<file path="src/rtl/pci_cs_pkg.sv">
package pci_cs_pkg;
  localparam int CMD_IO        = 0;
  localparam int CMD_MEM       = 1;
  localparam int CMD_BME       = 2;
  localparam int CMD_PERR_RESP = 6;
  localparam int STS_PERR      = 15;
  localparam int HALF_W        = 16;
  localparam logic [HALF_W-1:0] CMD_WR_MASK  = 16'h0047;
  localparam logic [HALF_W-1:0] STS_W1C_MASK = 16'h8000;

  typedef struct packed {
    logic perr_resp;
    logic bme;
    logic mem_en;
    logic io_en;
  } cmd_en_t;
endpackage

</file>
<file path="src/rtl/pci_cs_cmd_reg.sv">
module pci_cs_cmd_reg #(
  parameter int REG_W = 16,
  parameter logic [REG_W-1:0] WR_MASK = '0,
  localparam int BE_W = REG_W / 8
) (
  input  logic             clk_i,
  input  logic             rst_ni,
  input  logic             wr_i,
  input  logic [BE_W-1:0]  be_i,
  input  logic [REG_W-1:0] wdata_i,
  output logic [REG_W-1:0] q_o
);
  logic [REG_W-1:0] q_q;

  for (genvar b = 0; b < BE_W; b++) begin : g_byte
    always_ff @(posedge clk_i or negedge rst_ni) begin
      if (!rst_ni) begin
        q_q[b*8 +: 8] <= '0;
      end else if (wr_i && be_i[b]) begin
        q_q[b*8 +: 8] <= wdata_i[b*8 +: 8] & WR_MASK[b*8 +: 8];
      end
    end
  end

  assign q_o = q_q;

  // byte lane left unenabled keeps its value
  p_be_hold_r11: assert property (@(posedge clk_i) disable iff (!rst_ni)
    (wr_i && !be_i[0]) |=> $stable(q_q[7:0]));
endmodule

</file>
<file path="src/rtl/pci_cs_sts_reg.sv">
module pci_cs_sts_reg #(
  parameter int REG_W = 16,
  parameter logic [REG_W-1:0] W1C_MASK = '0,
  localparam int BE_W = REG_W / 8
) (
  input  logic             clk_i,
  input  logic             rst_ni,
  input  logic [REG_W-1:0] set_i,
  input  logic             wr_i,
  input  logic [BE_W-1:0]  be_i,
  input  logic [REG_W-1:0] wdata_i,
  output logic [REG_W-1:0] q_o
);
  logic [REG_W-1:0] q_q;
  logic [REG_W-1:0] clr;

  for (genvar b = 0; b < BE_W; b++) begin : g_clr
    assign clr[b*8 +: 8] = (wr_i && be_i[b]) ? (wdata_i[b*8 +: 8] & W1C_MASK[b*8 +: 8]) : '0;
  end

  // set beats clear when both land together
  always_ff @(posedge clk_i or negedge rst_ni) begin
    if (!rst_ni) q_q <= '0;
    else         q_q <= ((q_q & ~clr) | set_i) & W1C_MASK;
  end

  assign q_o = q_q;

  p_sticky_r10: assert property (@(posedge clk_i) disable iff (!rst_ni)
    (q_q[REG_W-1] && !wr_i) |=> q_q[REG_W-1]);
  p_set_r8: assert property (@(posedge clk_i) disable iff (!rst_ni)
    set_i[REG_W-1] |=> q_q[REG_W-1]);
endmodule

</file>
<file path="src/rtl/pci_cs_par_chk.sv">
module pci_cs_par_chk #(
  parameter int AD_W  = 32,
  parameter int CBE_W = 4
) (
  input  logic             clk_i,
  input  logic             rst_ni,
  input  logic [AD_W-1:0]  ad_i,
  input  logic [CBE_W-1:0] cbe_i,
  input  logic             par_i,
  input  logic             addr_phase_i,
  input  logic             tgt_wr_i,
  input  logic             irdy_i,
  input  logic             trdy_i,
  output logic             err_o
);
  logic pend_q, fold_q, take;

  assign take = addr_phase_i || (tgt_wr_i && irdy_i && trdy_i);

  always_ff @(posedge clk_i or negedge rst_ni) begin
    if (!rst_ni) begin
      pend_q <= 1'b0;
      fold_q <= 1'b0;
    end else begin
      pend_q <= take;
      fold_q <= ^{ad_i, cbe_i};
    end
  end

  // PAR trails its phase by one clock
  assign err_o = pend_q && (fold_q ^ par_i);

  // no check without a qualified phase
  p_data_qual_r9: assert property (@(posedge clk_i) disable iff (!rst_ni)
    (!addr_phase_i && !(tgt_wr_i && irdy_i && trdy_i)) |=> !err_o);
endmodule

</file>
<file path="src/rtl/pci_cs_claim.sv">
module pci_cs_claim
  import pci_cs_pkg::*;
(
  input  logic    clk_i,
  input  logic    rst_ni,
  input  cmd_en_t en_i,
  input  logic    rom_en_i,
  input  logic    io_hit_i,
  input  logic    mem_hit_i,
  input  logic    rom_hit_i,
  output logic    io_claim_o,
  output logic    mem_claim_o,
  output logic    rom_claim_o
);
  assign io_claim_o  = io_hit_i  && en_i.io_en;
  assign mem_claim_o = mem_hit_i && en_i.mem_en;
  assign rom_claim_o = rom_hit_i && rom_en_i && en_i.mem_en;

  p_io_gate_r3: assert property (@(posedge clk_i) disable iff (!rst_ni)
    io_claim_o |-> io_hit_i);
  p_mem_gate_r4: assert property (@(posedge clk_i) disable iff (!rst_ni)
    mem_claim_o |-> mem_hit_i);
  p_rom_gate_r5: assert property (@(posedge clk_i) disable iff (!rst_ni)
    rom_claim_o |-> (rom_en_i && rom_hit_i));
endmodule

</file>
<file path="src/rtl/pci_cmdstat_regs.sv">
module pci_cmdstat_regs
  import pci_cs_pkg::*;
#(
  parameter int AD_W      = 32,
  parameter int CBE_W     = 4,
  parameter int CFG_OFF_W = 6,
  parameter int CMD_DW    = 1
) (
  input  logic                 clk_i,
  input  logic                 rst_ni,
  input  logic                 soft_rst_i,
  input  logic                 stop_i,
  input  logic                 cfg_wr_i,
  input  logic                 cfg_rd_i,
  input  logic [CFG_OFF_W-1:0] cfg_off_i,
  input  logic [CBE_W-1:0]     cfg_be_i,
  input  logic [AD_W-1:0]      cfg_wdata_i,
  output logic [AD_W-1:0]      cfg_rdata_o,
  input  logic                 rom_en_i,
  input  logic                 io_hit_i,
  input  logic                 mem_hit_i,
  input  logic                 rom_hit_i,
  output logic                 io_claim_o,
  output logic                 mem_claim_o,
  output logic                 rom_claim_o,
  output logic                 bus_master_en_o,
  output logic                 perr_resp_en_o,
  input  logic [AD_W-1:0]      ad_i,
  input  logic [CBE_W-1:0]     cbe_i,
  input  logic                 par_i,
  input  logic                 addr_phase_i,
  input  logic                 tgt_wr_i,
  input  logic                 irdy_i,
  input  logic                 trdy_i,
  output logic                 perr_o
);
  localparam int HBE = HALF_W / 8;

  logic              sel, cmd_wr;
  logic [HALF_W-1:0] cmd_q, sts_q, sts_set;
  logic              par_err;
  cmd_en_t           en;

  assign sel    = (cfg_off_i == CFG_OFF_W'(CMD_DW));
  assign cmd_wr = cfg_wr_i && sel;

  pci_cs_cmd_reg #(.REG_W(HALF_W), .WR_MASK(CMD_WR_MASK)) i_cmd (
    .clk_i(clk_i), .rst_ni(rst_ni), .wr_i(cmd_wr),
    .be_i(cfg_be_i[HBE-1:0]), .wdata_i(cfg_wdata_i[HALF_W-1:0]), .q_o(cmd_q)
  );

  pci_cs_par_chk #(.AD_W(AD_W), .CBE_W(CBE_W)) i_par (
    .clk_i(clk_i), .rst_ni(rst_ni), .ad_i(ad_i), .cbe_i(cbe_i), .par_i(par_i),
    .addr_phase_i(addr_phase_i), .tgt_wr_i(tgt_wr_i), .irdy_i(irdy_i),
    .trdy_i(trdy_i), .err_o(par_err)
  );

  always_comb begin
    sts_set = '0;
    sts_set[STS_PERR] = par_err;
  end

  pci_cs_sts_reg #(.REG_W(HALF_W), .W1C_MASK(STS_W1C_MASK)) i_sts (
    .clk_i(clk_i), .rst_ni(rst_ni), .set_i(sts_set), .wr_i(cmd_wr),
    .be_i(cfg_be_i[CBE_W-1:HBE]), .wdata_i(cfg_wdata_i[AD_W-1:HALF_W]), .q_o(sts_q)
  );

  assign en.io_en     = cmd_q[CMD_IO];
  assign en.mem_en    = cmd_q[CMD_MEM];
  assign en.bme       = cmd_q[CMD_BME];
  assign en.perr_resp = cmd_q[CMD_PERR_RESP];

  pci_cs_claim i_claim (
    .clk_i(clk_i), .rst_ni(rst_ni), .en_i(en), .rom_en_i(rom_en_i),
    .io_hit_i(io_hit_i), .mem_hit_i(mem_hit_i), .rom_hit_i(rom_hit_i),
    .io_claim_o(io_claim_o), .mem_claim_o(mem_claim_o), .rom_claim_o(rom_claim_o)
  );

  assign bus_master_en_o = en.bme;
  assign perr_resp_en_o  = en.perr_resp;
  assign perr_o          = sts_q[STS_PERR];
  assign cfg_rdata_o     = (cfg_rd_i && sel) ? AD_W'({sts_q, cmd_q}) : '0;

  // soft reset / stop never disturb the registers
  p_soft_keep_r1: assert property (@(posedge clk_i) disable iff (!rst_ni)
    ((soft_rst_i || stop_i) && !cmd_wr) |=> $stable(cmd_q));
  // hardwired-zero command bits
  p_rsvd_zero_r2: assert property (@(posedge clk_i) disable iff (!rst_ni)
    cfg_rdata_o[5:3] == 3'b000);
  // master permission follows the stored enable
  p_bme_r6: assert property (@(posedge clk_i) disable iff (!rst_ni)
    (cmd_wr && cfg_be_i[0]) |=> (bus_master_en_o == $past(cfg_wdata_i[CMD_BME])));
endmodule

</file>
<file path="config.mk">
export PLATFORM = sky130hd
export DESIGN_NAME = pci_cmdstat_regs
export DESIGN_NICKNAME = d
export VERILOG_FILES = /design/src/rtl/pci_cs_pkg.sv /design/src/rtl/pci_cs_cmd_reg.sv /design/src/rtl/pci_cs_sts_reg.sv /design/src/rtl/pci_cs_par_chk.sv /design/src/rtl/pci_cs_claim.sv /design/src/rtl/pci_cmdstat_regs.sv
export SDC_FILE = /design/constraint.sdc
export NUM_CORES = 1
export LEC_CHECK = 0
export BUFFER_PORTS_ARGS = -buffer_cell sky130_fd_sc_hd__buf_2
export CAP_MARGIN = 20
export CORE_MARGIN = 8
export CORE_UTILIZATION = 30
export CTS_CLUSTER_SIZE = 14
export DETAILED_ROUTE_END_ITERATION = 16
export PLACE_DENSITY = 0.81
export SKIP_CTS_REPAIR_TIMING = 1
export SYNTH_ARGS = -nofsm -noshare
export SYNTH_HDL_FRONTEND = slang
export SYNTH_SLANG_ARGS = --single-unit
</file>
<file path="constraint.sdc">
create_clock -name clk_i -period 2.49 [get_ports clk_i]
set_clock_uncertainty 0.2 [all_clocks]
set_input_delay 0.498 -clock clk_i [delete_from_list [all_inputs] [get_ports clk_i]]
set_output_delay 0.498 -clock clk_i [all_outputs]
set_load 0.02 [all_outputs]
</file>
==> metrics.md <==
| Metric | Value |
|---|---|
| Clock slew seen by the registers of the worst setup and hold paths | `50 ps` |
| Clock share of power | `19.1%` |
| LEAKAGE | `0.6848 nW` |
| Critical-path cell list | `buf_2 > or4b_4 > nor3_4 > and3_2 > buf_2` |
| Gp weighted congestion | `0.7227` |
| Die outline area | `0.004964 sq mm` |
| Worst skew pair latency | `250 ps` |
| Io pins | `131` |
| DRT met1 WL | `733 um` |
| Cell taking the most area after synthesis | `xnor2_1` |
| Nets | `259` |
| Die H | `70.46 um` |
| Fillers | `258` |
| Top Layer Used | `met4` |
| Total power draw | `0.0005285 W` |
| Gr ovfl total | `0` |
| Via Count | `801` |
| Setup CP Type | `in2out` |
| Buffers on Ports | `72` |
| Worst setup SP type | `input port` |
| Most frequent cells in the layout | `buf_2 (72), xnor2_1 (29), conb_1 (27)` |
| Wire length per cell | `11.87 um` |
| Final hold violation count | `0` |
| Sw frac | `33.61%` |
| CP Capture Type | `output port` |
| CTS sink count | `7` |
| Synth Instances | `88` |
| Largest net degree at the start of global routing | `8` |
| DRC Markers | `0` |
| Htree depth | `1` |
| RSZ-0062 raised after global routing | `false` |
| Number of global-route vias before repair | `930` |
| TritonRoute pass-1 iters | `2` |
| Flops & latches, synth | `7` |
| Critical Path Max Stage Delay | `540 ps` |
| FF/Latch Area | `175.2 sq um` |
| Top cell by count, worst path | `buf_2` |
| Slowest-stage cell, CP | `or4b_4` |
| Worst Hold Class | `in2reg` |
| Drt initial violations | `10` |
| Initial Util | `31.98%` |
| Core ar. | `0.002781 sq mm` |
| Synthesized cell area | `889.6 sq um` |
| YS warnings | `0` |
| Max_cap viols | `0` |
| Total Wirelength | `2.326 mm` |
| Routed length on met3 | `407 um` |
| Total Routing Usage GR | `9.222%` |
| Setup_tns | `0 ps` |
| Fin crit period | `2418 ps` |
| CTS max path bufs | `2` |
| Sw Pwr | `0.0001776 W` |
| Crit-path max FO | `7` |
| R2R depth | `2` |
| Syn_area_per_cell | `10.11 sq um` |
| Hold path cells | `2` |
| Yosys cell types | `16` |
| Row cnt | `19` |
| Footprint of the multi-input gates | `609.3 sq um` |
| First-pass GRT wire length | `3.850 mm` |
| Peak Freq | `0.4136 GHz` |
| Met2 WL | `1.148 mm` |
| Antenna Cells | `0` |
| Initial antenna violation count | `0` |
| Area growth, synth to finish | `37.98%` |
| Synth top area share | `28.55%` |
| Int Power | `0.0003509 W` |
| Die width | `70.46 um` |
| CTS tree | `done` |
| PD cells | `430.6 mW/mm^2` |
| Sequential area share after synthesis | `19.69%` |
| Vias per cell | `4.087` |
| Clk root buf | `clkbuf_4` |
| Final Max Tran Viols | `0` |
| Post-route clock period utilization | `97.10%` |
| Cts bufs inserted | `3` |
| Logic gate share of total power | `54.6%` |
| Post-DP HPWL | `2.188 mm` |
| Critical Path RT | `1790 ps` |
| Dominant cells by area after synthesis | `xnor2_1 (29%), buf_4 (23%), dfrtp_1 (20%)` |
| CP arrival | `1720 ps` |
| Final Setup Violations | `0` |
| Status | `finished, final reports clean` |
| Worst vdd rail ir drop | `282.2 uV` |
| Flop pwr share | `26.3%` |
| Commonest non-fill, non-tap cell in the layout | `buf_2` |
| Antenna Nets Post-Route | `0` |
| Proportion of layout cells with a drive suffix above 1 | `53.94%` |
## power by group through the flow
stage	clock network, W	logic (W)	registers [W]
6_report	0.000101	0.000288	0.000139
5_1_grt	0.000113	0.000315	0.000140
4_1_cts	0.000106	0.000291	0.000139
3_5_place_dp	0	0.000290	0.000141
3_3_place_gp	0	0.000286	0.000140
2_1_floorplan	0	0.000241	0.000143
## critical path, delay by kind of cell
| family | cells | cell delay, ps |
|---|---|---|
| simple gates | 3 | 970 |
| buf+inv | 2 | 240 |
## flip-flops by register name (all words and copies together), names as in the netlist
signal        cells
i_cmd.q_o         4
i_par.fold_q      1
i_par.pend_q      1
i_sts.q_o         1
## per-layer routing
metal,GRT usage (%),vias to the layer above
li1,-,385
met1,8.455,345
met2,15.69,68
met3,5.932,3
met4,4.018,0
met5,0,-
## per-stage QoR
step	hold slack, ps	area, sq um	std cells	setup WS (ps)	util, %
4_1_cts	-139.8	1217	195	60.11	43.77
3_5_place_dp	135.0	1191	191	66.00	42.83
6_report	255.9	1227	196	72.29	44.13
2_1_floorplan	2.409	987.2	114	255.9	-
3_3_place_gp	133.5	1191	191	66.17	42.83
5_1_grt	253.3	1227	196	1.271	44.13
## cells by family after synthesis
family / Yosys count / share of synthesized area, %
xor gates and xnor gates: 35 / 36.00
buffers and inverters: 27 / 22.78
and+or+nand+nor: 12 / 12.38
DFF: 7 / 19.69
muxes: 4 / 6.751
AOI/OAI and AO/OA: 2 / 1.969
other: 1 / 0.4215
## path summary, 6_finish.rpt
| check | start | to | slack (ps) |
|---|---|---|---|
| worst min register to register | i_par.pend_q | i_sts.q_o[15] | 280 |
| worst max-delay path | cfg_off_i[3] | cfg_rdata_o[0] | 70 |
| worst min-delay path | addr_phase_i | i_par.pend_q | 260 |
| worst max register to register | i_par.fold_q | i_sts.q_o[15] | 1490 |
| max in group asynchronous | rst_ni | i_par.fold_q | 1520 |
| min in group asynchronous | rst_ni | i_cmd.q_o[6] | 430 |
## area by class of cell
| type | count | area share [%] |
|---|---|---|
| Tap cell | 31 | 3.160 |
| Timing Repair Buffer | 74 | 30.78 |
| Clock buffer | 4 | 2.141 |
| Multi-Input combinational cell | 80 | 49.64 |
| Sequential cell | 7 | 14.27 |
## cells in the mapped netlist
cell and count:
xor2_1 5, xnor2_1 29, and3_2 5, nand4_1 1, mux2_4 4, conb_1 1, or4b_4 1, and2_1 2
nand3_4 1, a22o_1 1, a31o_2 1, buf_4 27, and3_1 1, nor3_4 1, dfrtp_1 7, xnor3_1 1
No activity file was read; power rests on OpenSTA's default activity.
